$ cat config.mk
export PLATFORM = sky130hd
export DESIGN_NAME = pfx_insn_asm
export DESIGN_NICKNAME = d
export VERILOG_FILES = /design/src/rtl/pfx_asm_pkg.sv /design/src/rtl/pfx_slot_decode.sv /design/src/rtl/pfx_out_stage.sv /design/src/rtl/pfx_insn_asm.sv
export SDC_FILE = /design/constraint.sdc
export NUM_CORES = 1
export LEC_CHECK = 0
export BUFFER_PORTS_ARGS = -buffer_cell sky130_fd_sc_hd__buf_2
export CAP_MARGIN = 20
export CORE_AREA = 4 4 317 319
export CTS_CLUSTER_DIAMETER = 30
export DETAILED_ROUTE_END_ITERATION = 7
export DIE_AREA = 0 0 321 323
export GPL_ROUTABILITY_DRIVEN = 1
export HOLD_SLACK_MARGIN = 0.05
export SYNTH_ARGS = -nofsm -noshare
export SYNTH_HDL_FRONTEND = slang
export SYNTH_SLANG_ARGS = --single-unit
$ cat constraint.sdc
create_clock -name clk -period 3.8 [get_ports clk]
set_clock_uncertainty 0.1 [all_clocks]
set_input_delay 0.38 -clock clk [delete_from_list [all_inputs] [get_ports clk]]
set_output_delay 0.38 -clock clk [all_outputs]
set_load 0.01 [all_outputs]
$ cat src/rtl/pfx_asm_pkg.sv
package pfx_asm_pkg;

  localparam int TAG_W = 3;

  typedef enum logic [2:0] {
    CL_NONE    = 3'd0,
    CL_SHORT17 = 3'd1,
    CL_LONG32  = 3'd2,
    CL_ALT32   = 3'd3,
    CL_MEM35   = 3'd4,
    CL_SHORT18 = 3'd5,
    CL_MEM33   = 3'd6,
    CL_ILLEGAL = 3'd7
  } insn_class_t;

  localparam logic [2:0] TAG_CONT  = 3'b011;
  localparam logic [2:0] TAG_SECND = 3'b111;
  localparam logic [2:0] TAG_WIDE  = 3'b010;

endpackage

$ cat src/rtl/pfx_slot_decode.sv
module pfx_slot_decode
  import pfx_asm_pkg::*;
#(
  parameter int HW_W = 16,
  localparam int WORD_W = 2 * HW_W + 3
) (
  input  logic              r_mode,
  input  logic [TAG_W-1:0]  tag,
  input  logic [HW_W-1:0]   hw,
  input  logic              has_next,
  input  logic [TAG_W-1:0]  nxt_tag,
  input  logic [HW_W-1:0]   nxt_hw,
  output logic              start,
  output insn_class_t       cls,
  output logic [WORD_W-1:0] word,
  output logic              err
);

  logic [HW_W-1:0] low_hw;
  logic            nxt_second;
  logic            nxt_cont;

  assign low_hw     = has_next ? nxt_hw : '0;
  assign nxt_second = has_next && (nxt_tag == TAG_SECND);
  assign nxt_cont   = has_next && (nxt_tag == TAG_CONT);

  always_comb begin
    start = 1'b0;
    cls   = CL_NONE;
    word  = '0;
    err   = 1'b0;
    if (!r_mode) begin
      unique case (tag)
        3'b000, 3'b001: begin
          start          = 1'b1;
          cls            = CL_SHORT17;
          word[HW_W:0]   = {tag[0], hw};
        end
        TAG_WIDE: begin
          start             = 1'b1;
          cls               = nxt_second ? CL_ALT32 : CL_LONG32;
          word[2*HW_W-1:0]  = {hw, low_hw};
        end
        3'b100, 3'b101, 3'b110: begin
          start = 1'b1;
          cls   = CL_MEM35;
          word  = {tag[1:0], hw, nxt_second, low_hw};
          err   = !(nxt_second || nxt_cont);
        end
        default: begin
          start = 1'b0;
        end
      endcase
    end else begin
      unique case (tag)
        3'b000, 3'b001: begin
          start           = 1'b1;
          cls             = CL_MEM33;
          word[2*HW_W:0]  = {tag[0], hw, low_hw};
        end
        TAG_WIDE: begin
          start             = 1'b1;
          cls               = nxt_second ? CL_ILLEGAL : CL_LONG32;
          word[2*HW_W-1:0]  = {hw, low_hw};
          err               = nxt_second;
        end
        TAG_CONT: begin
          start = 1'b0;
        end
        default: begin
          start            = 1'b1;
          cls              = CL_SHORT18;
          word[HW_W+1:0]   = {tag[1:0], hw};
        end
      endcase
    end
  end

endmodule

$ cat src/rtl/pfx_out_stage.sv
module pfx_out_stage #(
  parameter int NHW    = 14,
  parameter int WORD_W = 35,
  localparam int CLS_BITS  = NHW * 3,
  localparam int WORD_BITS = NHW * WORD_W
) (
  input  logic                 clk,
  input  logic                 rst,
  input  logic                 load,
  input  logic [NHW-1:0]       start_d,
  input  logic [NHW-1:0]       err_d,
  input  logic [CLS_BITS-1:0]  cls_d,
  input  logic [WORD_BITS-1:0] word_d,
  output logic                 valid_q,
  output logic [NHW-1:0]       start_q,
  output logic [NHW-1:0]       err_q,
  output logic [CLS_BITS-1:0]  cls_q,
  output logic [WORD_BITS-1:0] word_q
);

  always_ff @(posedge clk) begin
    if (rst) begin
      valid_q <= 1'b0;
      start_q <= '0;
      err_q   <= '0;
      cls_q   <= '0;
      word_q  <= '0;
    end else begin
      valid_q <= load;
      if (load) begin
        start_q <= start_d;
        err_q   <= err_d;
        cls_q   <= cls_d;
        word_q  <= word_d;
      end
    end
  end

endmodule

$ cat src/rtl/pfx_insn_asm.sv
module pfx_insn_asm
  import pfx_asm_pkg::*;
#(
  parameter int NHW  = 14,
  parameter int HW_W = 16,
  localparam int WORD_W = 2 * HW_W + 3
) (
  input  logic                  clk,
  input  logic                  rst,
  input  logic                  in_valid,
  input  logic                  r_mode,
  input  logic [NHW*TAG_W-1:0]  tag_bus,
  input  logic [NHW*HW_W-1:0]   hw_bus,
  output logic                  out_valid,
  output logic [NHW-1:0]        start_flags,
  output logic [NHW-1:0]        err_flags,
  output logic [NHW*3-1:0]      class_bus,
  output logic [NHW*WORD_W-1:0] word_bus
);

  logic [NHW-1:0]        start_c;
  logic [NHW-1:0]        err_c;
  logic [NHW*3-1:0]      cls_c;
  logic [NHW*WORD_W-1:0] word_c;

  for (genvar i = 0; i < NHW; i++) begin : g_slot
    logic [TAG_W-1:0] nxt_tag;
    logic [HW_W-1:0]  nxt_hw;
    logic             has_next;
    insn_class_t      cls_i;

    if (i < NHW - 1) begin : g_mid
      assign has_next = 1'b1;
      assign nxt_tag  = tag_bus[(i+1)*TAG_W +: TAG_W];
      assign nxt_hw   = hw_bus[(i+1)*HW_W +: HW_W];
    end else begin : g_last
      assign has_next = 1'b0;
      assign nxt_tag  = '0;
      assign nxt_hw   = '0;
    end

    pfx_slot_decode #(.HW_W(HW_W)) dec_i (
      .r_mode   (r_mode),
      .tag      (tag_bus[i*TAG_W +: TAG_W]),
      .hw       (hw_bus[i*HW_W +: HW_W]),
      .has_next (has_next),
      .nxt_tag  (nxt_tag),
      .nxt_hw   (nxt_hw),
      .start    (start_c[i]),
      .cls      (cls_i),
      .word     (word_c[i*WORD_W +: WORD_W]),
      .err      (err_c[i])
    );

    assign cls_c[i*3 +: 3] = cls_i;
  end

  pfx_out_stage #(.NHW(NHW), .WORD_W(WORD_W)) out_i (
    .clk     (clk),
    .rst     (rst),
    .load    (in_valid),
    .start_d (start_c),
    .err_d   (err_c),
    .cls_d   (cls_c),
    .word_d  (word_c),
    .valid_q (out_valid),
    .start_q (start_flags),
    .err_q   (err_flags),
    .cls_q   (class_bus),
    .word_q  (word_bus)
  );

endmodule

; Yosys cells after proc, flatten, opt, wreduce, memory -nomap -nowiden
; Cells that the tools add are included.
[word_totals]
register_bits = 561
input_bits = 270
output_inout_bits = 561
word_cells = 461
[op_classes]
n_eq_ne = 97
n_mux = 263
reduce_logical = 96
[op_table]
columns = cell, n
row1 = $pmux W17 S3, 13
row2 = $pmux W18 S2, 14
row3 = $mux W33, 14
row4 = $pmux W15 S2, 14
row5 = $pmux W3 S3, 28
row6 = $mux W14, 14
row7 = $eq A3 B3 Y1 const B, 55
row8 = $mux W3, 41
row9 = $mux W1, 110
row10 = $eq A3 B2 Y1 const B, 28
row11 = $reduce_or A3 Y1, 28
row12 = $reduce_or A6 Y1, 14
row13 = $eq A3 B1 Y1 const B, 14
row14 = $logic_not A3 Y1, 14
row15 = $pmux W17 S2, 1
row16 = $mux W2, 14
row17 = $reduce_or A2 Y1, 14
row18 = $logic_not A1 Y1, 13
row19 = $logic_or A1 B1 Y1, 13

; Longest topological paths before layout
; Gate-level depths: netlist (run 1).
[logic_depth]
depth_word = 5
depth_mapped = 9
ltp_nobuf = 4

; Cells and area by module
; Synthesis (run 1) repeated with hierarchy kept, for this count alone.
[unflattened]
hier_cells = 3335
area_unflattened_um2 = 31141.1
[modules_own_cells]
columns = module, instances, cells_per_inst, area_each_um2
row1 = pfx_out_stage, 1, 1807, 19830.3
row2 = pfx_slot_decode at g_slot[0].dec_i ..., 10, 111, 847.1
row3 = pfx_slot_decode at g_slot[6].dec_i ..., 4, 104, 708.2
row4 = pfx_insn_asm, 1, 2, 7.5

; Worst setup path before layout (run 1)
; Ideal clock, no wire load.
[synth_timing]
path_kind = input to register
from = in tag_bus[40]
to = reg out_i.err_q[12]
setup_ns = 0.091
arrival_time_ns = 1.681
t_required_ns = 3.609
slack_ns = 1.929
cell_stages = 5
path_buffers = 1
cell_sequence = buf_2 nand3_1 or4b_2 or2_0 a311oi_1
[synth_via]
elab_chain_len = 5
word_cells_on_any_way = 7
classes_between = eq/ne (2) / mux (3) / reduce/logical (2)
[synth_rtl]
columns = element, line
row1 = "start, declared", pfx_insn_asm.sv:12  ; input logic [NHW*TAG_W-1:0] tag_bus,
row2 = $eq A3 B3 Y1 or $eq A3 B2 Y1 (tied branches), "pfx_slot_decode.sv:24, pfx_slot_decode.sv:25"
row3 = $logic_or A1 B1 Y1, pfx_slot_decode.sv:48  ; err = !(nxt_second || nxt_cont);
row4 = $logic_not A1 Y1, pfx_slot_decode.sv:48
row5 = $mux W1, pfx_slot_decode.sv:33  ; unique case (tag)
row6 = $mux W1 (*), pfx_slot_decode.sv:32  ; if (!r_mode) begin
row7 = "end signal, assigned", pfx_out_stage.sv:32  ; err_q <= err_d;
row8 = "end, declared", pfx_out_stage.sv:16  ; output logic [NHW-1:0] err_q,
; Mark *: on every way between the ends. The rest lies on a longest branch, timed or not.
; A chain may end at the register's enable or synchronous reset.

==> results of run 1 <==
-- sequential cells by signal, summed over array words and instances (netlist names) --
signal         cells
out_i.err_q       14
out_i.start_q     14
out_i.valid_q      1
out_i.word_q     490
out_i.cls_q       42
-- power breakdown --
part	switching, mW	internal [mW]
Combinational	1.94	1.19
Clock	4.05	9.05
Sequential	0.215	6.28
Total	6.21	16.5
-- Yosys cell counts, types with 28 or more instances --
library cell	count
a32o_1	28
buf_2	50
nand2_1	324
nor2_1	441
a221oi_1	66
nand3_1	238
a22oi_1	245
nor3_1	90
a311oi_1	250
clkbuf_1	288
a31oi_1	51
nor2b_1	29
dfxtp_1	561
a2bb2oi_1	100
a21oi_1	68
o21ai_0	159
-- cell type report --
class                      instances  share of cell area (%)
multi-input combinational       2345                    34.6
sequential                       561                    27.9
timing repair buffer            1229                    20.1
clock buffer                     212                    11.0
tap                             1287                    4.00
clock inverter                    67                    2.19
inverter                          15                   0.152
antenna                            2                  0.0124
-- layer usage --
layer / routed length [um] / up-vias
met5: 25 / -
met2: 60000 / 1865
met1: 52500 / 15336
li1: - / 14512
met3: 13400 / 410
met4: 7210 / 4
-- kinds of logic after synthesis --
group,after synthesis
AOI/OAI and AO/OA,1075
muxes,7
and+or+nand+nor,1263
DFF,561
buffers and inverters,384
-- how the worst max path moves through the flow --
stage | startpoint | end | cells past startpoint
after floorplan | tag_bus[40] | out_i.err_q[12]$_SDFFE_PP0P_ | 5
after global placement | r_mode | out_i.word_q[89]$_SDFFE_PP0P_ | 6
after detailed placement | r_mode | out_i.word_q[90]$_SDFFE_PP0P_ | 6
after CTS | in_valid | out_i.word_q[401]$_SDFFE_PP0P_ | 7
after global routing | in_valid | out_i.word_q[401]$_SDFFE_PP0P_ | 7
final | rst | out_i.word_q[401]$_SDFFE_PP0P_ | 7
-- worst register-to-register path, delay by kind of cell, from the launching register on --
kind                   cells  cell delay (ns)
and+or+nand+nor            1             0.07
buffers and inverters      1             0.58
DFF                        1             0.32
AOI/OAI and AO/OA          3             0.31
-- through the flow --
step | utilization, % | hold slack [ns]
finish | 41.1 | 0.132
global route | 41.1 | 0.111
CTS | 41.1 | 0.0517
detailed placement | 32.2 | 0.349
global placement | 32.2 | 0.343
floorplan | - | 0.379
==> results.toml, run 1 <==
[run_status]
status = "complete, no violations"

[critical_path]
crit_required_ns = 4.37
crit_fanout = 75
crit_buf_inv = 3
max_stage_delay_ns = 0.97
reg2reg_slack_ns = 2.30
cp_common_cell = "dlygate4sd3_1"
r2r_end = "out_i.word_q[401]$_SDFFE_PP0P_"
worst_ep_arrival_time_ns = 3.62
r2r_cells = 5
worst_setup_path_start_kind = "primary input"
criticalPathCategory = "in2reg"
worstPathCellList = "dlygate4sd3_1 > buf_8 > nand3b_4 > nor3_2 > a21oi_1 > o21ai_0 > dlygate4sd3_1"
setup.worst_path.end_class = "flop"
cpLargestDelayFamily = "simple AND/OR/NAND/NOR gates"
crit_slowest_cell = "nor3_2"
rr_startpoint = "out_i.word_q[401]$_SDFFE_PP0P_"

[timing]
finalHoldViolations = 0
worst_slew_pin_slew_ns = 1.12
finalCritPeriodShare_pct = 80.1
fin_ws_ns = 0.755
finalSetupViolCount = 0
period_minus_slack_ns = 3.04
relSlewSlack_pct = 25.2
rsz0062_at_grt = "false"
fmax_ghz = 0.328
slew_violations = 0
finalSetupTns_ns = 0

[die]
rows = 115
start_util_pct = 27.3
io_pins = 831
core_area_sq_mm = 0.0978
die_x_um = 321
die_h_um = 323
die_area_sq_mm = 0.104

[hold_path]
hold_end = "out_i.start_q[0]$_SDFFE_PP0P_"
min_from = "r_mode"
min_path_cells = 3
min_path_type = "in2reg"

[yosys]
async_reset_ff_share_pct = 0
netlist_instances = 3290
synth_top_family_by_area = "compound AO/OA/AOI/OAI gates"
synth_nets = 3560
synth_mux_area_share_pct = 0.262
syn-cell-area_sq_mm = 0.0267
yosys_warnings = 0
synthAdderAreaFrac_pct = 0
ys_seq_area_share_pct = 42.0
ys_seq_elements = 561
synth-xor-area-share_pct = 0
ys_types = 84
synthTopCellsByArea = "dfxtp_1, a311oi_1, a22oi_1"
synth-edff-count = 0
synth_compound_area_share_pct = 30.3
synth_ff_type = "dfxtp_1"
syn_area_per_cell_sq_um = 8.12
synth_top_area_share_pct = 42.0
synth_largest_area_cell = "dfxtp_1"
synth-simple-area-share_pct = 21.5

[detailed_routing]
wire_per_inst_um = 23.3
antenna_left = 0
drcViolationCount = 0
dr.pass1.iters = 6
drt-total-wl_um = 133000
num_vias = 32127
avgViaCountPerCell = 5.62
drtIter0Drc = 3183

[cts]
clk_pin_slew_ns = 0.05
cts_sinks = 561
clock_latency_ns = 0.71
cts_tree = "built"
htree_levels = 4
cts_root_buf = "clkbuf_16"
postCtsSetupBuffers = 0
cts_made_buffers = 153
cts_resized = 0
hold_buffers = 343
clk_path_buf_depth = 3

[pwr]
power_density_mw_per_mm2 = 565
p_leak_nw = 17.0
vdd_ir_drop_max_mv = 0.351
finalPower_mw = 22.7

[global_route]
grtUsageMet3_pct = 7.80
overflow = 0
antenna_found_initial = 3
grt_max_degree = 191
grt_use_met1_pct = 29.5
busiest_layer = "met2"
grt_pass1_vias = 30468
grt_pass1_wl_um = 195000
met2_usage_pct = 37.9
grt_usage_pct = 24.1

[layout]
final_common_cell = "buf_2"
final_layout_size_suffix_gt1_share_pct = 26.8
fin_nets = 4575
final_cell_mix = "buf_2, dfxtp_1, nor2_1"
final_cell_area_sq_mm = 0.0402
final_cells = 5718
fillers = 9742
synthToLayoutAreaGrowth_pct = 50.6
seq_area_sq_mm = 0.0112
multi_input_area_sq_mm = 0.0139

[run]
drv_cap = 0

[placed_design]
portBuffers = 830
dp_cells = 5094
hpwl_um = 91400
pre_cts_ws_ns = 1.09
gp_congestion = 0.907
post_dp_cell_area_sq_mm = 0.0315
Power figures use the tool's default switching activity.
==> run 2: changes to the inputs <==
- CORE_AREA: 4 4 317 319 -> 4 4 326 328
- DIE_AREA: 0 0 321 323 -> 0 0 330 332
- clock period: 3.8 -> 2.65 ns (I/O delays scaled with it)
==> run 2 against run 1 <==
Effect of this change:
- total power grew 48%
- count of clock-buffer cells in the layout grew 5
- critical path type unchanged
- critical path depth grew 1
- worst setup slack lost 0.68 ns
- largest power group unchanged
- largest cell class unchanged
- register-to-register slack lost 1.1 ns
- cell count grew 3.3%
- cell area grew 3.0%
- non-clock buffer count grew 78
- die area grew 5.7%
- hold slack gained 0.0085 ns
==> results.toml, run 2 (synthesized netlist as in run 1, its figures left out) <==
[run]
drv_cap = 0

[layout]
synthToLayoutAreaGrowth_pct = 55.1
final_cell_mix = "buf_2, dfxtp_1, nor2_1"
largest_register = "out_i.word_q"
final_common_cell = "buf_2"
largest_register_ffs = 490
final_cells = 5905
final_cell_area_sq_mm = 0.0414
fin_nets = 4658
final_layout_size_suffix_gt1_share_pct = 27.8
final_util_pct = 40.1
largest_registers = "out_i.word_q (490), out_i.cls_q (42)"

[global_route]
grt_max_degree = 109
grt_pass1_wl_um = 202000
antenna_found_initial = 4
grt_usage_pct = 23.6
grt_pass1_vias = 31375
overflow = 0

[critical_path]
worstPathCellList = "dlygate4sd3_1 > buf_4 > buf_12 > or3_1 > nand2_1 > nand2_1 > a311oi_1 > dlygate4sd3_1"
crit_slowest_cell = "dlygate4sd3_1"
worst_ep_arrival_time_ns = 3.15
crit_start = "r_mode"
crit_end = "out_i.word_q[188]$_SDFFE_PP0P_"
criticalPathCategory = "in2reg"
reg2reg_slack_ns = 1.16
r2r_end = "out_i.word_q[121]$_SDFFE_PP0P_"
worst_setup_path_start_kind = "primary input"
max_stage_delay_ns = 0.60
crit_required_ns = 3.22
setup.worst_path.end_class = "flop"
r2r_cells = 5
crit_fanout = 27
rr_startpoint = "out_i.word_q[121]$_SDFFE_PP0P_"

[die]
die_h_um = 332
rows = 118
die_area_sq_mm = 0.110
io_pins = 831
core_area_sq_mm = 0.103
die_x_um = 330
start_util_pct = 25.9

[cts]
htree_levels = 4
clock_latency_ns = 0.73
cts_made_buffers = 158
clk_pin_slew_ns = 0.05
cts_sinks = 561
clk_path_buf_depth = 3
cts_root_buf = "clkbuf_16"
cts_tree = "built"

[timing]
whs_ns = 0.140
finalHoldViolations = 0
relSlewSlack_pct = 26.0
slew_violations = 0
finalCritPeriodShare_pct = 97.1
fmax_ghz = 0.388
finalSetupViolCount = 0
worst_slew_pin_slew_ns = 1.11
period_minus_slack_ns = 2.57

[detailed_routing]
drcViolationCount = 0
avgViaCountPerCell = 5.52
dr.pass1.iters = 6
num_vias = 32601
drt-total-wl_um = 137000
drtIter0Drc = 3065
wire_per_inst_um = 23.2
antenna_left = 0

[run_status]
status = "complete, no violations"

[placed_design]
portBuffers = 830
hpwl_um = 96000
post_dp_cell_area_sq_mm = 0.0321
dp_cells = 5240
gp_congestion = 0.931

[pwr]
power_density_mw_per_mm2 = 814
vdd_ir_drop_max_mv = 0.656
p_leak_nw = 17.5
finalPower_mw = 33.7

[hold_path]
min_from = "tag_bus[20]"
min_path_cells = 3
min_path_type = "in2reg"
-- run 2: area by class of cell --
cell class                      instances  area (sq um)
Sequential cell                       561         11200
Multi-Input combinational cell       2345         13900
Tap cell                             1380          1730
Timing Repair Buffer                 1307          8880
Fill cell                           10303         61800
Clock buffer                          217          4560
Inverter                               15          61.3
Antenna cell                            2          5.00
Clock inverter                         78          1020
-- run 2: per-stage QoR --
| stage | TNS [ns] | setup slack [ns] |
|---|---|---|
| after detailed placement | 0 | 0.388 |
| after CTS | 0 | 0.0846 |
| after global routing | -0.0222 | -0.0222 |
| after global placement | 0 | 0.442 |
| final | 0 | 0.0757 |
| after floorplan | 0 | 0.894 |
-- run 2: worst min-delay path by stage --
stage | to | slack (ns)
after detailed placement | out_i.cls_q[41]$_SDFFE_PP0P_ | 0.35
final | out_i.start_q[6]$_SDFFE_PP0P_ | 0.14
after CTS | out_i.start_q[6]$_SDFFE_PP0P_ | 0.06
after floorplan | out_i.word_q[226]$_SDFFE_PP0P_ | 0.29
after global placement | out_i.word_q[34]$_SDFFE_PP0P_ | 0.35
after global routing | out_i.start_q[6]$_SDFFE_PP0P_ | 0.12
-- run 2: report_power, final --
| part | internal [mW] | switching, mW | total, mW |
|---|---|---|---|
| logic | 1.81 | 2.82 | 4.63 |
| registers | 9.01 | 0.316 | 9.33 |
| clock network | 13.8 | 5.96 | 19.8 |
-- run 2: repair_timing --
| action | 4_1_cts | 5_1_grt |
|---|---|---|
| setup endpoints to repair | 0 | 4 |
| buffers inserted | 0 | 0 |
| endpoints found under the hold margin | 545 | 0 |
| hold buffers | 367 | 0 |
| resized for setup | 0 | 5 |
-- run 2: per-layer routing --
layer	routed length (um)	GRT usage, %	vias up
li1	-	-	14688
met1	52800	28.6	15596
met2	61900	37.0	1918
met3	14800	8.27	395
met4	7250	11.7	4
met5	28	0	-
-- run 2: worst max-delay path, delay by kind of cell --
kind	cells	cell delay [ns]
simple gates	3	0.95
buf+inv	4	1.57
compound gates	1	0.30
